==> src/rtl/endur_pkg.sv <==
// Shared types for the endurance cycling engine.
// Assumes: nothing beyond IEEE 1800-2017 enums.
package endur_pkg;

    // Steps of one four-access iteration; WT_* wait for read data
    typedef enum logic [2:0] {
        ST_IDLE = 3'd0,
        ST_WR_A = 3'd1,
        ST_RD_A = 3'd2,
        ST_WT_A = 3'd3,
        ST_WR_B = 3'd4,
        ST_RD_B = 3'd5,
        ST_WT_B = 3'd6
    } step_t;

endpackage

==> src/rtl/endur_seq.sv <==
// Iteration sequencer: walks write-A, read-A, write-B, read-B at one address,
// then steps through the latched window with wrap-around.
// Assumes: one request per cycle is accepted; mem_rvalid arrives at some later cycle.
module endur_seq
    import endur_pkg::*;
#(
    parameter int ADDR_W = 16
) (
    input  logic              clk,
    input  logic              rst_n,
    input  logic              run,
    input  logic [ADDR_W-1:0] cfg_start,
    input  logic [ADDR_W-1:0] cfg_end,
    input  logic              mem_rvalid,
    output logic              mem_req,
    output logic              mem_we,
    output logic [ADDR_W-1:0] cur_addr,
    output logic              use_b,
    output logic              wr_evt,
    output logic              rd_evt,
    output logic              chk_evt,
    output logic              busy
);

    step_t             st;
    logic [ADDR_W-1:0] win_lo;
    logic [ADDR_W-1:0] win_hi;
    logic [ADDR_W-1:0] addr_nxt;

    // Next address in the window, wrapping from the upper bound to the lower
    always_comb begin
        if (cur_addr == win_hi) addr_nxt = win_lo;
        else                    addr_nxt = cur_addr + {{(ADDR_W-1){1'b0}}, 1'b1};
    end

    // State, window and address registers
    always_ff @(posedge clk) begin
        if (!rst_n) begin
            st       <= ST_IDLE;
            win_lo   <= '0;
            win_hi   <= '0;
            cur_addr <= '0;
        end else begin
            case (st)
                ST_IDLE: if (run) begin
                    win_lo   <= cfg_start;
                    win_hi   <= (cfg_start > cfg_end) ? cfg_start : cfg_end;
                    cur_addr <= cfg_start;
                    st       <= ST_WR_A;
                end
                ST_WR_A: st <= ST_RD_A;
                ST_RD_A: st <= ST_WT_A;
                ST_WT_A: if (mem_rvalid) st <= ST_WR_B;
                ST_WR_B: st <= ST_RD_B;
                ST_RD_B: st <= ST_WT_B;
                ST_WT_B: if (mem_rvalid) begin
                    cur_addr <= addr_nxt;
                    st       <= run ? ST_WR_A : ST_IDLE;
                end
                default: st <= ST_IDLE;
            endcase
        end
    end

    // Decode request strobes and pattern select from the current step
    always_comb begin
        wr_evt  = (st == ST_WR_A) || (st == ST_WR_B);
        rd_evt  = (st == ST_RD_A) || (st == ST_RD_B);
        mem_req = wr_evt || rd_evt;
        mem_we  = wr_evt;
        use_b   = (st == ST_WR_B) || (st == ST_RD_B) || (st == ST_WT_B);
        chk_evt = ((st == ST_WT_A) || (st == ST_WT_B)) && mem_rvalid;
        busy    = (st != ST_IDLE);
    end

endmodule

==> src/rtl/endur_ctr.sv <==
// Plain wide event counter; holds its value when inc is low.
// Assumes: the width covers the longest campaign, so no wrap handling.
module endur_ctr #(
    parameter int W = 52
) (
    input  logic         clk,
    input  logic         rst_n,
    input  logic         inc,
    output logic [W-1:0] count
);

    localparam logic [W-1:0] ONE = {{(W-1){1'b0}}, 1'b1};

    // Count one per asserted inc
    always_ff @(posedge clk) begin
        if (!rst_n)   count <= '0;
        else if (inc) count <= count + ONE;
    end

endmodule

==> src/rtl/endur_cmp.sv <==
// Read checker: compares returned data with the expected pattern and
// registers an error record with a one-cycle strobe on a mismatch.
// Assumes: chk_evt is high for exactly one cycle per completed read.
module endur_cmp #(
    parameter int ADDR_W = 16,
    parameter int DATA_W = 8,
    parameter int CNT_W  = 52,
    parameter int ERR_W  = 32
) (
    input  logic              clk,
    input  logic              rst_n,
    input  logic              chk_evt,
    input  logic [DATA_W-1:0] exp_data,
    input  logic [DATA_W-1:0] got_data,
    input  logic [ADDR_W-1:0] addr,
    input  logic [CNT_W-1:0]  wr_cnt,
    input  logic [CNT_W-1:0]  rd_cnt,
    output logic              err_valid,
    output logic [ERR_W-1:0]  err_total,
    output logic [CNT_W-1:0]  err_wr_count,
    output logic [CNT_W-1:0]  err_rd_count,
    output logic [ADDR_W-1:0] err_addr,
    output logic [DATA_W-1:0] err_data
);

    logic miss;
    assign miss = chk_evt && (got_data != exp_data);

    // Capture the record and bump the total on a miscompare
    always_ff @(posedge clk) begin
        if (!rst_n) begin
            err_valid    <= 1'b0;
            err_total    <= '0;
            err_wr_count <= '0;
            err_rd_count <= '0;
            err_addr     <= '0;
            err_data     <= '0;
        end else begin
            err_valid <= miss;
            if (miss) begin
                err_total    <= err_total + {{(ERR_W-1){1'b0}}, 1'b1};
                err_wr_count <= wr_cnt;
                err_rd_count <= rd_cnt;
                err_addr     <= addr;
                err_data     <= got_data;
            end
        end
    end

endmodule

==> src/rtl/endur_engine.sv <==
// Endurance cycling engine top: sequencer, two access counters and the
// read checker. Patterns are built per bit: even bits 1, odd bits 0.
// Assumes: memory adapter accepts one request per cycle and returns
// read data later with mem_rvalid.
module endur_engine
    import endur_pkg::*;
#(
    parameter int ADDR_W = 16,
    parameter int DATA_W = 8,
    parameter int CNT_W  = 52,
    parameter int ERR_W  = 32
) (
    input  logic              clk,
    input  logic              rst_n,
    input  logic              run,
    input  logic [ADDR_W-1:0] cfg_start,
    input  logic [ADDR_W-1:0] cfg_end,
    output logic              mem_req,
    output logic              mem_we,
    output logic [ADDR_W-1:0] mem_addr,
    output logic [DATA_W-1:0] mem_wdata,
    input  logic              mem_rvalid,
    input  logic [DATA_W-1:0] mem_rdata,
    output logic              busy,
    output logic [CNT_W-1:0]  wr_count,
    output logic [CNT_W-1:0]  rd_count,
    output logic              err_valid,
    output logic [ERR_W-1:0]  err_total,
    output logic [CNT_W-1:0]  err_wr_count,
    output logic [CNT_W-1:0]  err_rd_count,
    output logic [ADDR_W-1:0] err_addr,
    output logic [DATA_W-1:0] err_data
);

    logic [DATA_W-1:0] pat_a;
    logic [DATA_W-1:0] pat_b;
    logic [DATA_W-1:0] pat_cur;
    logic              use_b;
    logic              wr_evt;
    logic              rd_evt;
    logic              chk_evt;

    // Alternating pattern, one bit per generate step
    for (genvar g = 0; g < DATA_W; g++) begin : g_pat
        assign pat_a[g] = ((g % 2) == 0) ? 1'b1 : 1'b0;
    end
    assign pat_b     = ~pat_a;
    assign pat_cur   = use_b ? pat_b : pat_a;
    assign mem_wdata = pat_cur;

    endur_seq #(.ADDR_W(ADDR_W)) seq_i (
        .clk        (clk),
        .rst_n      (rst_n),
        .run        (run),
        .cfg_start  (cfg_start),
        .cfg_end    (cfg_end),
        .mem_rvalid (mem_rvalid),
        .mem_req    (mem_req),
        .mem_we     (mem_we),
        .cur_addr   (mem_addr),
        .use_b      (use_b),
        .wr_evt     (wr_evt),
        .rd_evt     (rd_evt),
        .chk_evt    (chk_evt),
        .busy       (busy)
    );

    endur_ctr #(.W(CNT_W)) wr_ctr_i (
        .clk   (clk),
        .rst_n (rst_n),
        .inc   (wr_evt),
        .count (wr_count)
    );

    endur_ctr #(.W(CNT_W)) rd_ctr_i (
        .clk   (clk),
        .rst_n (rst_n),
        .inc   (rd_evt),
        .count (rd_count)
    );

    endur_cmp #(
        .ADDR_W (ADDR_W),
        .DATA_W (DATA_W),
        .CNT_W  (CNT_W),
        .ERR_W  (ERR_W)
    ) cmp_i (
        .clk          (clk),
        .rst_n        (rst_n),
        .chk_evt      (chk_evt),
        .exp_data     (pat_cur),
        .got_data     (mem_rdata),
        .addr         (mem_addr),
        .wr_cnt       (wr_count),
        .rd_cnt       (rd_count),
        .err_valid    (err_valid),
        .err_total    (err_total),
        .err_wr_count (err_wr_count),
        .err_rd_count (err_rd_count),
        .err_addr     (err_addr),
        .err_data     (err_data)
    );

endmodule

==> config.mk <==
export PLATFORM = sky130hd
export DESIGN_NAME = endur_engine
export DESIGN_NICKNAME = d
export VERILOG_FILES = /design/src/rtl/endur_pkg.sv /design/src/rtl/endur_seq.sv /design/src/rtl/endur_ctr.sv /design/src/rtl/endur_cmp.sv /design/src/rtl/endur_engine.sv
export SDC_FILE = /design/constraint.sdc
export NUM_CORES = 1
export LEC_CHECK = 0
export ABC_CLOCK_PERIOD_IN_PS = 3000
export BUFFER_PORTS_ARGS = -buffer_cell sky130_fd_sc_hd__buf_4
export CORE_MARGIN = 2
export CORE_UTILIZATION = 40
export DETAILED_ROUTE_END_ITERATION = 12
export PLACE_DENSITY_LB_ADDON = 0.1
export SLEW_MARGIN = 20
export SYNTH_ARGS = -nofsm -noshare
export SYNTH_HDL_FRONTEND = slang
export SYNTH_SLANG_ARGS = --single-unit
export TNS_END_PERCENT = 50
==> constraint.sdc <==
create_clock -name clk -period 3 [get_ports clk]
set_input_delay 0.45 -clock clk [delete_from_list [all_inputs] [get_ports clk]]
set_output_delay 0.45 -clock clk [all_outputs]
set_load 0.01 [all_outputs]
## Yosys cells after proc, flatten, opt, wreduce, memory -nomap -nowiden

Index checks and enable logic that the tools add are counted.

| operators by class | value |
|---|---|
| $add $sub $neg | 4 |
| order comparisons | 1 |
| equality and inequality tests | 11 |
| mux-type cells | 11 |
| reduce and logical (&&, ||, !) cells | 14 |

Operator list:

| operator | count |
|---|---|
| $add 52x1->52 const B | 2 |
| $mux 16 | 4 |
| $add 32x1->32 const B | 1 |
| $pmux 16 s2 | 1 |
| $pmux 3 s7 | 1 |
| $add 16x1->16 const B | 1 |
| $eq 16x16->1 | 1 |
| $gt 16x16->1 | 1 |
| $eq 3x3->1 const B | 3 |
| $mux 3 | 3 |
| $mux 8 | 1 |
| $ne 8x8->1 | 1 |
| $eq 3x2->1 const B | 2 |
| $logic_or 1x1->1 | 6 |
| $ne 2x2->1 const B | 3 |
| $reduce_and 3->1 | 2 |
| $eq 3x1->1 const B | 1 |
| $logic_not 3->1 | 1 |
| $reduce_bool 3->1 | 1 |
| $logic_and 1x1->1 | 2 |
| $reduce_and 2->1 | 1 |
| $reduce_bool 2->1 | 1 |
| $mux 1 | 1 |

| storage, ports and cells | value |
|---|---|
| flip-flop bits (word level) | 316 |
| bits of input ports | 44 |
| word-level logic and storage cells | 53 |

## Logic depth before layout (Yosys ltp)

Gate-level depths: netlist of run 1.

| logic depth | value |
|---|---|
| depth in word-level cells | 6 |
| mapped depth | 10 |
| depth with buffers taken out | 8 |

## Hierarchy

Synthesis of run 1 repeated with hierarchy kept, for this count alone.

| unflattened totals | value |
|---|---|
| cell total of the unflattened synthesis | 1752 |
| area total of the unflattened synthesis | 14426.3 sq um |

By module, submodules not included:

| module | instances | cells an instance | area each (sq um) | sequential area each (sq um) |
|---|---|---|---|---|
| endur_cmp | 1 | 764 | 6130.9 | 3223.1 |
| endur_ctr | 2 | 286 | 2462.4 | 1041.0 |
| endur_seq | 1 | 408 | 3314.4 | 1021.0 |
| endur_engine | 1 | 8 | 56.3 | 0.0 |

## Least setup slack after synthesis of run 1

Ideal clock, no wire load.

| timing | value |
|---|---|
| kind | input to register |
| from | input cfg_end[14] |
| to | register seq_i.win_hi[10] |
| setup time | 0.074 ns |
| data arrival time | 2.182 ns |
| data required time | 2.926 ns |
| setup slack | 0.744 ns |
| stages on the path | 9 |
| buffers on the path | 2 |
| cell sequence | inv_1 -> ha_1 -> nand4_1 -> nor4_1 -> or2_2 -> clkbuf_1 -> clkbuf_1 -> nand3_1 -> a31oi_1 |

| on the way | value |
|---|---|
| cells in the longest elaborated chain, start to end | 2 |

RTL lines:

| what | line | RTL |
|---|---|---|
| start, declared | endur_engine.sv:17 | `input logic [ADDR_W-1:0] cfg_end,` |
| $gt 16x16->1 | endur_seq.sv:47 | `win_hi <= (cfg_start > cfg_end) ? cfg_start : cfg_end;` |
| $mux 16 | endur_seq.sv:47 |  |
| end signal, assigned | endur_seq.sv:47 |  |
| end, declared | endur_seq.sv:27 | `logic [ADDR_W-1:0] win_hi;` |

Every way passes these cells.
A chain may end at the register's enable or synchronous reset.

## Worst setup path after layout of run 1

| timing | value |
|---|---|
| from | register seq_i.st[0] |
| to | register cmp_i.err_total[27] |

| on the way | value |
|---|---|
| cells in the longest elaborated chain, start to end | 6 |
| elaborated cells between the ends (all ways) | 11 |
| classes of those cells | eq/ne: 5; mux: 1; reduce/logical: 5 |

RTL lines:

| what | line | RTL |
|---|---|---|
| start, declared | endur_seq.sv:25 | `step_t st;` |
| start signal, assigned | endur_seq.sv:58 | `st <= run ? ST_WR_A : ST_IDLE;` |
| $eq 3x3->1 | endur_seq.sv:71 | `use_b = (st == ST_WR_B) \|\| (st == ST_RD_B) \|\| (st == ST_WT_B);` |
| $logic_or 1x1->1 (2 in series) | endur_seq.sv:71 |  |
| $mux 8 | endur_engine.sv:48 | `assign pat_cur = use_b ? pat_b : pat_a;` |
| $ne 8x8->1 | endur_cmp.sv:27 | `assign miss = chk_evt && (got_data != exp_data);` |
| $logic_and 1x1->1 * | endur_cmp.sv:27 |  |
| end signal, assigned | endur_cmp.sv:41 | `err_total <= err_total + {{(ERR_W-1){1'b0}}, 1'b1};` |
| end, declared | endur_cmp.sv:19 | `output logic [ERR_W-1:0] err_total,` |

Mark *: on every way between the ends. The rest lies on a longest branch, timed or not.

==> results.ini, run 1 <==
[run_status]
outcome = finished, final reports clean

[grt]
grt-busiest-layer = met2
gr-usage-met2_pct = 36.14
grt_use_met3_pct = 3.502
grt_pass1_vias = 11400
grt_max_degree = 141
antenna_found_initial = 2
grt_remaining_overflow = 0
grt_usage_pct = 22.03
met1_usage_pct = 29.82
grt_pass1_wl_mm = 63.54

[clock_network]
cts_made_buffers = 36
cts-resized-gates = 0
cts_tree = built
post_cts.repair.setup_buffers = 0
cts_buffer_depth = 3
clock-sinks = 316
cts-root-buf = clkbuf_16
clk_pin_slew_ps = 60
worstSkewPairLatency_ps = 510
cts_max_level = 2
cts_hold_buf = 0

[critical_path]
cp_max_fo = 33
critPathArrivalTime_ps = 3150
criticalPathCategory = flop to flop
startpoint_type = flop
critPathCaptureType = flop
cp.required_ps = 3430

[timing]
rsz0062_at_grt = false
clock_skew_ps = 13.05
max_freq_ghz = 0.3682
finalWorstSetupSlack_ps = 284.3
finalCritPeriodShare_pct = 90.52
setup_viol = 0
setup_tns_ps = 0
report.final.slew_viol_count = 0
slew_headroom_pct = 26.75
finalHoldViolCount = 0
tightest_slew_ps = 1099
min_period_ps = 2716

[worst_hold_path]
worstHoldPathType = input port to flop

[detailed_routing]
vias = 12620
drt-total-wl_mm = 41.04
drc_errors = 0
drt-vias-per-instance = 5.139
wire_per_inst_um = 16.72
drt_iter0_drc = 717
ant_nets = 0
drtPass1Iterations = 5

[job]
drv_cap = 0

[synth]
synth_edf_count = 0
synth.top_cell.area_share_pct = 46.42
yosysTopAreaCell = dfxtp_1
syn_avg_cell_area_um2 = 8.089
synth_area_um2 = 13630
yosysUniqueCellTypes = 54
yosysSeqAreaShare_pct = 46.42
async_flop_share_pct = 0
syn_inst = 1685
synthTopCellsByArea = dfxtp_1, nand2_1, a21oi_1, xor2_1, xnor2_1
yosysWarnings = 0
ys_ff_latch = 316
synth_fp_nets = 1749
yosys-top-cells-count = nand2_1, dfxtp_1, a21oi_1
synth_most_common_cell = nand2_1
ys.flop_type = dfxtp_1

[placement]
gp_congestion = 0.7915
portBuffers = 335
dp.cells = 2393
dp_slack_ps = 113.2
dp_hpwl_mm = 29.00

[die]
core_area_um2 = 33530
start_util_pct = 40.65
dieArea_um2 = 35570
die_x_um = 188.6
ios = 336
dieHeight_um = 188.6
row_count = 67

[pwr]
p_sw_share_pct = 23.62
clock_power_share_pct = 46.8
pwr_density_cell_nw_per_um2 = 545.2
p_switching_mw = 2.290
pwr-share-seq_pct = 45.3
vdd_drop_max_mv = 0.2891
leakage_nw = 7.114
combPwrFrac_pct = 7.8
intPower_mw = 7.405

[final_layout]
area_growth_pct = 30.47
final_layout_size_suffix_gt1_share_pct = 22.03
finalNetCount = 2047
instances_no_fill = 2455

[layout make-up]
type / instances / area [µm²]
antenna: 1 / 2.502
inverter: 35 / 138.9
timing repair buffer: 367 / 2793
tap: 448 / 560.5
fill: 3304 / 15750
sequential: 316 / 6326
clock inverter: 11 / 180.2
multi-input combinational: 1227 / 6746
clock buffer: 50 / 1035
[worst max-delay path, stage by stage (launching register included)]
cell and delay [ps]:
dfxtp_1 370, buf_4 180, xor2_1 190, and3_1 280
o21a_4 430, nand4_1 480, or4_1 550, a21oi_1 150
[final timing paths]
path                                 from                          endpoint  slack (ps)  depth (start not counted)
max              seq_i.st[0]$_SDFFE_PN0P_  cmp_i.err_total[27]$_SDFFE_PN0P_         280                          7
min                          mem_rdata[4]    cmp_i.err_data[4]$_SDFFE_PN0P_         200                          3
max reg2reg      seq_i.st[0]$_SDFFE_PN0P_  cmp_i.err_total[27]$_SDFFE_PN0P_         280                          7
min reg2reg  seq_i.win_lo[0]$_SDFFE_PN0P_      seq_i.win_lo[0]$_SDFFE_PN0P_         450                          2
[power by group through the flow]
| stage | clock, mW | combinational (mW) | sequential, mW |
|---|---|---|---|
| 6_report | 4.54 | 0.761 | 4.40 |
| 5_1_grt | 4.83 | 0.843 | 4.40 |
| 4_1_cts | 4.64 | 0.766 | 4.39 |
| 3_5_place_dp | 0 | 0.762 | 4.48 |
| 3_3_place_gp | 0 | 0.754 | 4.48 |
| 2_1_floorplan | 0 | 0.464 | 4.46 |
[metal layers]
metal	vias up	wire length [µm]
li1	6307	-
met1	5870	18410
met2	374	19250
met3	66	2344
met4	0	1030
met5	-	0
[metrics by stage]
| step | hold WS [ps] | util (%) | power, mW | area, µm² |
|---|---|---|---|---|
| floorplan | 431.6 | - | 4.921 | 13630 |
| finish | 198.8 | 53.03 | 9.695 | 17780 |
| detailed placement | 446.2 | 49.40 | 5.246 | 16560 |
| CTS | 181.5 | 53.02 | 9.800 | 17780 |
| global placement | 442.3 | 49.40 | 5.238 | 16560 |
| global route | 204.1 | 53.03 | 10.07 | 17780 |
[registers in the layout, indices dropped and copies added (netlist names), 32 cells and up]
signal and flops:
rd_ctr_i.count 52, cmp_i.err_total 32, cmp_i.err_rd_count 52, cmp_i.err_wr_count 52
wr_ctr_i.count 52
[cells in the final DEF (no fill, tap or decap), drive strengths merged, types with 15 or more instances in the layout]
cell,Yosys,layout
a21oi,194,194
a31oi,17,17
and3,22,22
and4,18,18
buf,21,367
clkbuf,86,50
dfxtp,316,316
ha,20,20
inv,35,35
nand2,348,348
nand3,88,88
nand4,44,44
nor2,130,130
nor3,21,21
nor4,15,15
o21ai,75,75
or3,19,19
xnor2,56,56
xor2,88,88
[logic make-up after synthesis]
family | count (synthesis) | share of synthesized area (%)
buf+inv | 142 | 4.223
simple gates | 741 | 25.28
xor+xnor | 144 | 9.254
mux | 8 | 0.5876
flops | 316 | 46.42
fa+ha+maj | 20 | 1.836
compound gates | 314 | 12.40
(Power assumes the default switching activity.)
==> run 2: changes to the inputs <==
BUFFER_PORTS_ARGS = -buffer_cell sky130_fd_sc_hd__buf_2   (was -buffer_cell sky130_fd_sc_hd__buf_4)
==> results.ini, run 2 (synthesized netlist as in run 1, its figures left out) <==
[detailed_routing]
drc_errors = 0  ; unchanged
drt-vias-per-instance = 5.157  ; was 5.139
drt_iter0_drc = 669  ; was 717
drt-total-wl_mm = 40.74  ; was 41.04 mm
vias = 12710  ; was 12620
ant_nets = 0  ; unchanged
drtPass1Iterations = 5  ; unchanged
wire_per_inst_um = 16.53  ; was 16.72 µm

[final_layout]
layout_common_cells = nand2_1, buf_2, dfxtp_1, a21oi_1, nor2_1  ; was buf_4, nand2_1, dfxtp_1, a21oi_1, nor2_1
fin_area_um2 = 16990  ; was 17780 µm²
final_layout_size_suffix_gt1_share_pct = 22.13  ; was 22.03%
finalNetCount = 2052  ; was 2047
multi_input_area_um2 = 6746  ; unchanged
fin_util_pct = 50.68  ; was 53.03%
nFillCells = 3387  ; was 3304
seq_area_um2 = 6326  ; unchanged
area_growth_pct = 24.68  ; was 30.47%
final_common_cell = nand2_1  ; was buf_4

[grt]
grt_usage_pct = 22.14  ; was 22.03%
grt_pass1_wl_mm = 64.34  ; was 63.54 mm
grt_pass1_vias = 11750  ; was 11400
grt_max_degree = 126  ; was 141
antenna_found_initial = 3  ; was 2
grt_remaining_overflow = 0  ; unchanged

[placement]
gp_congestion = 0.8036  ; was 0.7915
portBuffers = 335  ; unchanged
place_area_um2 = 15790  ; was 16560 µm²
dp_hpwl_mm = 28.80  ; was 29.00 mm
dp_slack_ps = 101.1  ; was 113.2 ps

[critical_path]
startpoint_type = flop  ; unchanged
crit_chain = buf_4 > or3b_4 > a2111oi_4 > and3_1 > nand3_1 > xnor2_1 > and2_1  ; was buf_4 > xor2_1 > and3_1 > o21a_4 > nand4_1 > or4_1 > a21oi_1
path_buf_inv = 1  ; unchanged
crit_path_top_delay_cell = a2111oi_4  ; was or4_1
critPathCaptureType = flop  ; unchanged
cp.required_ps = 3400  ; was 3430 ps
critPathArrivalTime_ps = 3060  ; was 3150 ps
cp_max_fo = 10  ; was 33
criticalPathCategory = flop to flop  ; unchanged
slowest_delay_ps = 560  ; was 550 ps
cp_top_family = simple AND/OR/NAND/NOR gates  ; unchanged

[timing]
setup_viol = 0  ; unchanged
tightest_slew_ps = 1120  ; was 1099 ps
hold_ws_ps = 196.9  ; was 198.8 ps
slew_headroom_pct = 24.67  ; was 26.75%
max_freq_ghz = 0.3764  ; was 0.3682 GHz
report.final.slew_viol_count = 0  ; unchanged
finalCritPeriodShare_pct = 88.56  ; was 90.52%
setup_tns_ps = 0  ; unchanged
rsz0062_at_grt = false  ; unchanged
finalWorstSetupSlack_ps = 343.2  ; was 284.3 ps
min_period_ps = 2657  ; was 2716 ps
clock_skew_ps = 12.98  ; was 13.05 ps
finalHoldViolCount = 0  ; unchanged

[die]
row_count = 67  ; unchanged
die_x_um = 188.6  ; unchanged
core_area_um2 = 33530  ; unchanged
start_util_pct = 40.65  ; unchanged
dieArea_um2 = 35570  ; unchanged
dieHeight_um = 188.6  ; unchanged
ios = 336  ; unchanged

[clock_network]
cts_max_level = 2  ; unchanged
cts-root-buf = clkbuf_16  ; unchanged
cts_made_buffers = 36  ; unchanged
clk_pin_slew_ps = 60  ; about the same
cts_buffer_depth = 3  ; unchanged
cts_tree = built  ; unchanged
clock-sinks = 316  ; unchanged
worstSkewPairLatency_ps = 520  ; was 510 ps

[job]
drv_cap = 0  ; unchanged

[worst_hold_path]
worstHoldPathType = input port to flop  ; unchanged

[pwr]
pwr_density_cell_nw_per_um2 = 558.5  ; was 545.2 nW/µm²
vdd_drop_max_mv = 0.3470  ; was 0.2891 mV
leakage_nw = 7.115  ; was 7.114 nW

[run_status]
outcome = finished, final reports clean  ; unchanged

## run 2: changes by cell type in the layout (fill, tap and decap cells not counted)
cell        previous run  this run
clkinv_2               6         3
clkbuf_8               6         9
clkinv_8               0         1
clkinvlp_4             0         1
buf_4                364        31
buf_2                  0       335
clkbuf_1               7        12
bufinv_16              5         1
clkbuf_16             37        38
buf_12                 3         6
## run 2: final cells by class
| cell class | instances | share of cell area [%] |
|---|---|---|
| clock buffer | 59 | 6.590 |
| tap | 448 | 3.299 |
| inverter | 35 | 0.8173 |
| timing repair buffer | 372 | 11.94 |
| antenna | 1 | 0.01473 |
| multi-input combinational | 1227 | 39.70 |
| clock inverter | 6 | 0.4050 |
| sequential | 316 | 37.23 |
## run 2: worst paths after layout
check	start	endpoint	slack, ps	depth (start not counted)
worst min-delay path	mem_rdata[4]	cmp_i.err_data[4]$_SDFFE_PN0P_	200	3
worst max-delay path	seq_i.st[0]$_SDFFE_PN0P_	rd_ctr_i.count[51]$_SDFFE_PN0P_	340	7
worst max register to register	seq_i.st[0]$_SDFFE_PN0P_	rd_ctr_i.count[51]$_SDFFE_PN0P_	340	7
worst min register to register	cmp_i.err_wr_count[20]$_SDFFE_PN0P_	cmp_i.err_wr_count[20]$_SDFFE_PN0P_	450	2
## run 2: power breakdown
part	leakage, nW	internal [mW]	switching [mW]
sequential	2.55	4.29	0.114
combinational	3.98	0.260	0.464
clock	0.580	2.64	1.73
## run 2: per-stage QoR
stage          cells  total power [mW]
2_1_floorplan   1685             4.921
3_3_place_gp    2396             5.206
3_5_place_dp    2396             5.215
4_1_cts         2461             9.607
5_1_grt         2464             9.876
6_report        2464             9.491
## run 2: per-layer routing
metal  global-route usage [%]  vias up  part of all wire, %
li1                         -     6332                    -
met1                    29.84     5938                   46
met2                    36.34      365                   46
met3                    3.651       70                  5.6
met4                    6.821        2                  2.5
met5                        0        -                0.017
## run 2: timing repair
action,in CTS,in global routing
resized for setup,0,0
hold buffers,0,0
hold endpoints to repair,0,0
setup endpoints to repair,0,2
buffers inserted,0,2
## run 2: worst register-to-register path, stage by stage (launching register included)
cell	delay, ps
dfxtp_1	370
buf_4	180
or3b_4	430
a2111oi_4	560
and3_1	520
nand3_1	160
xnor2_1	150
and2_1	150
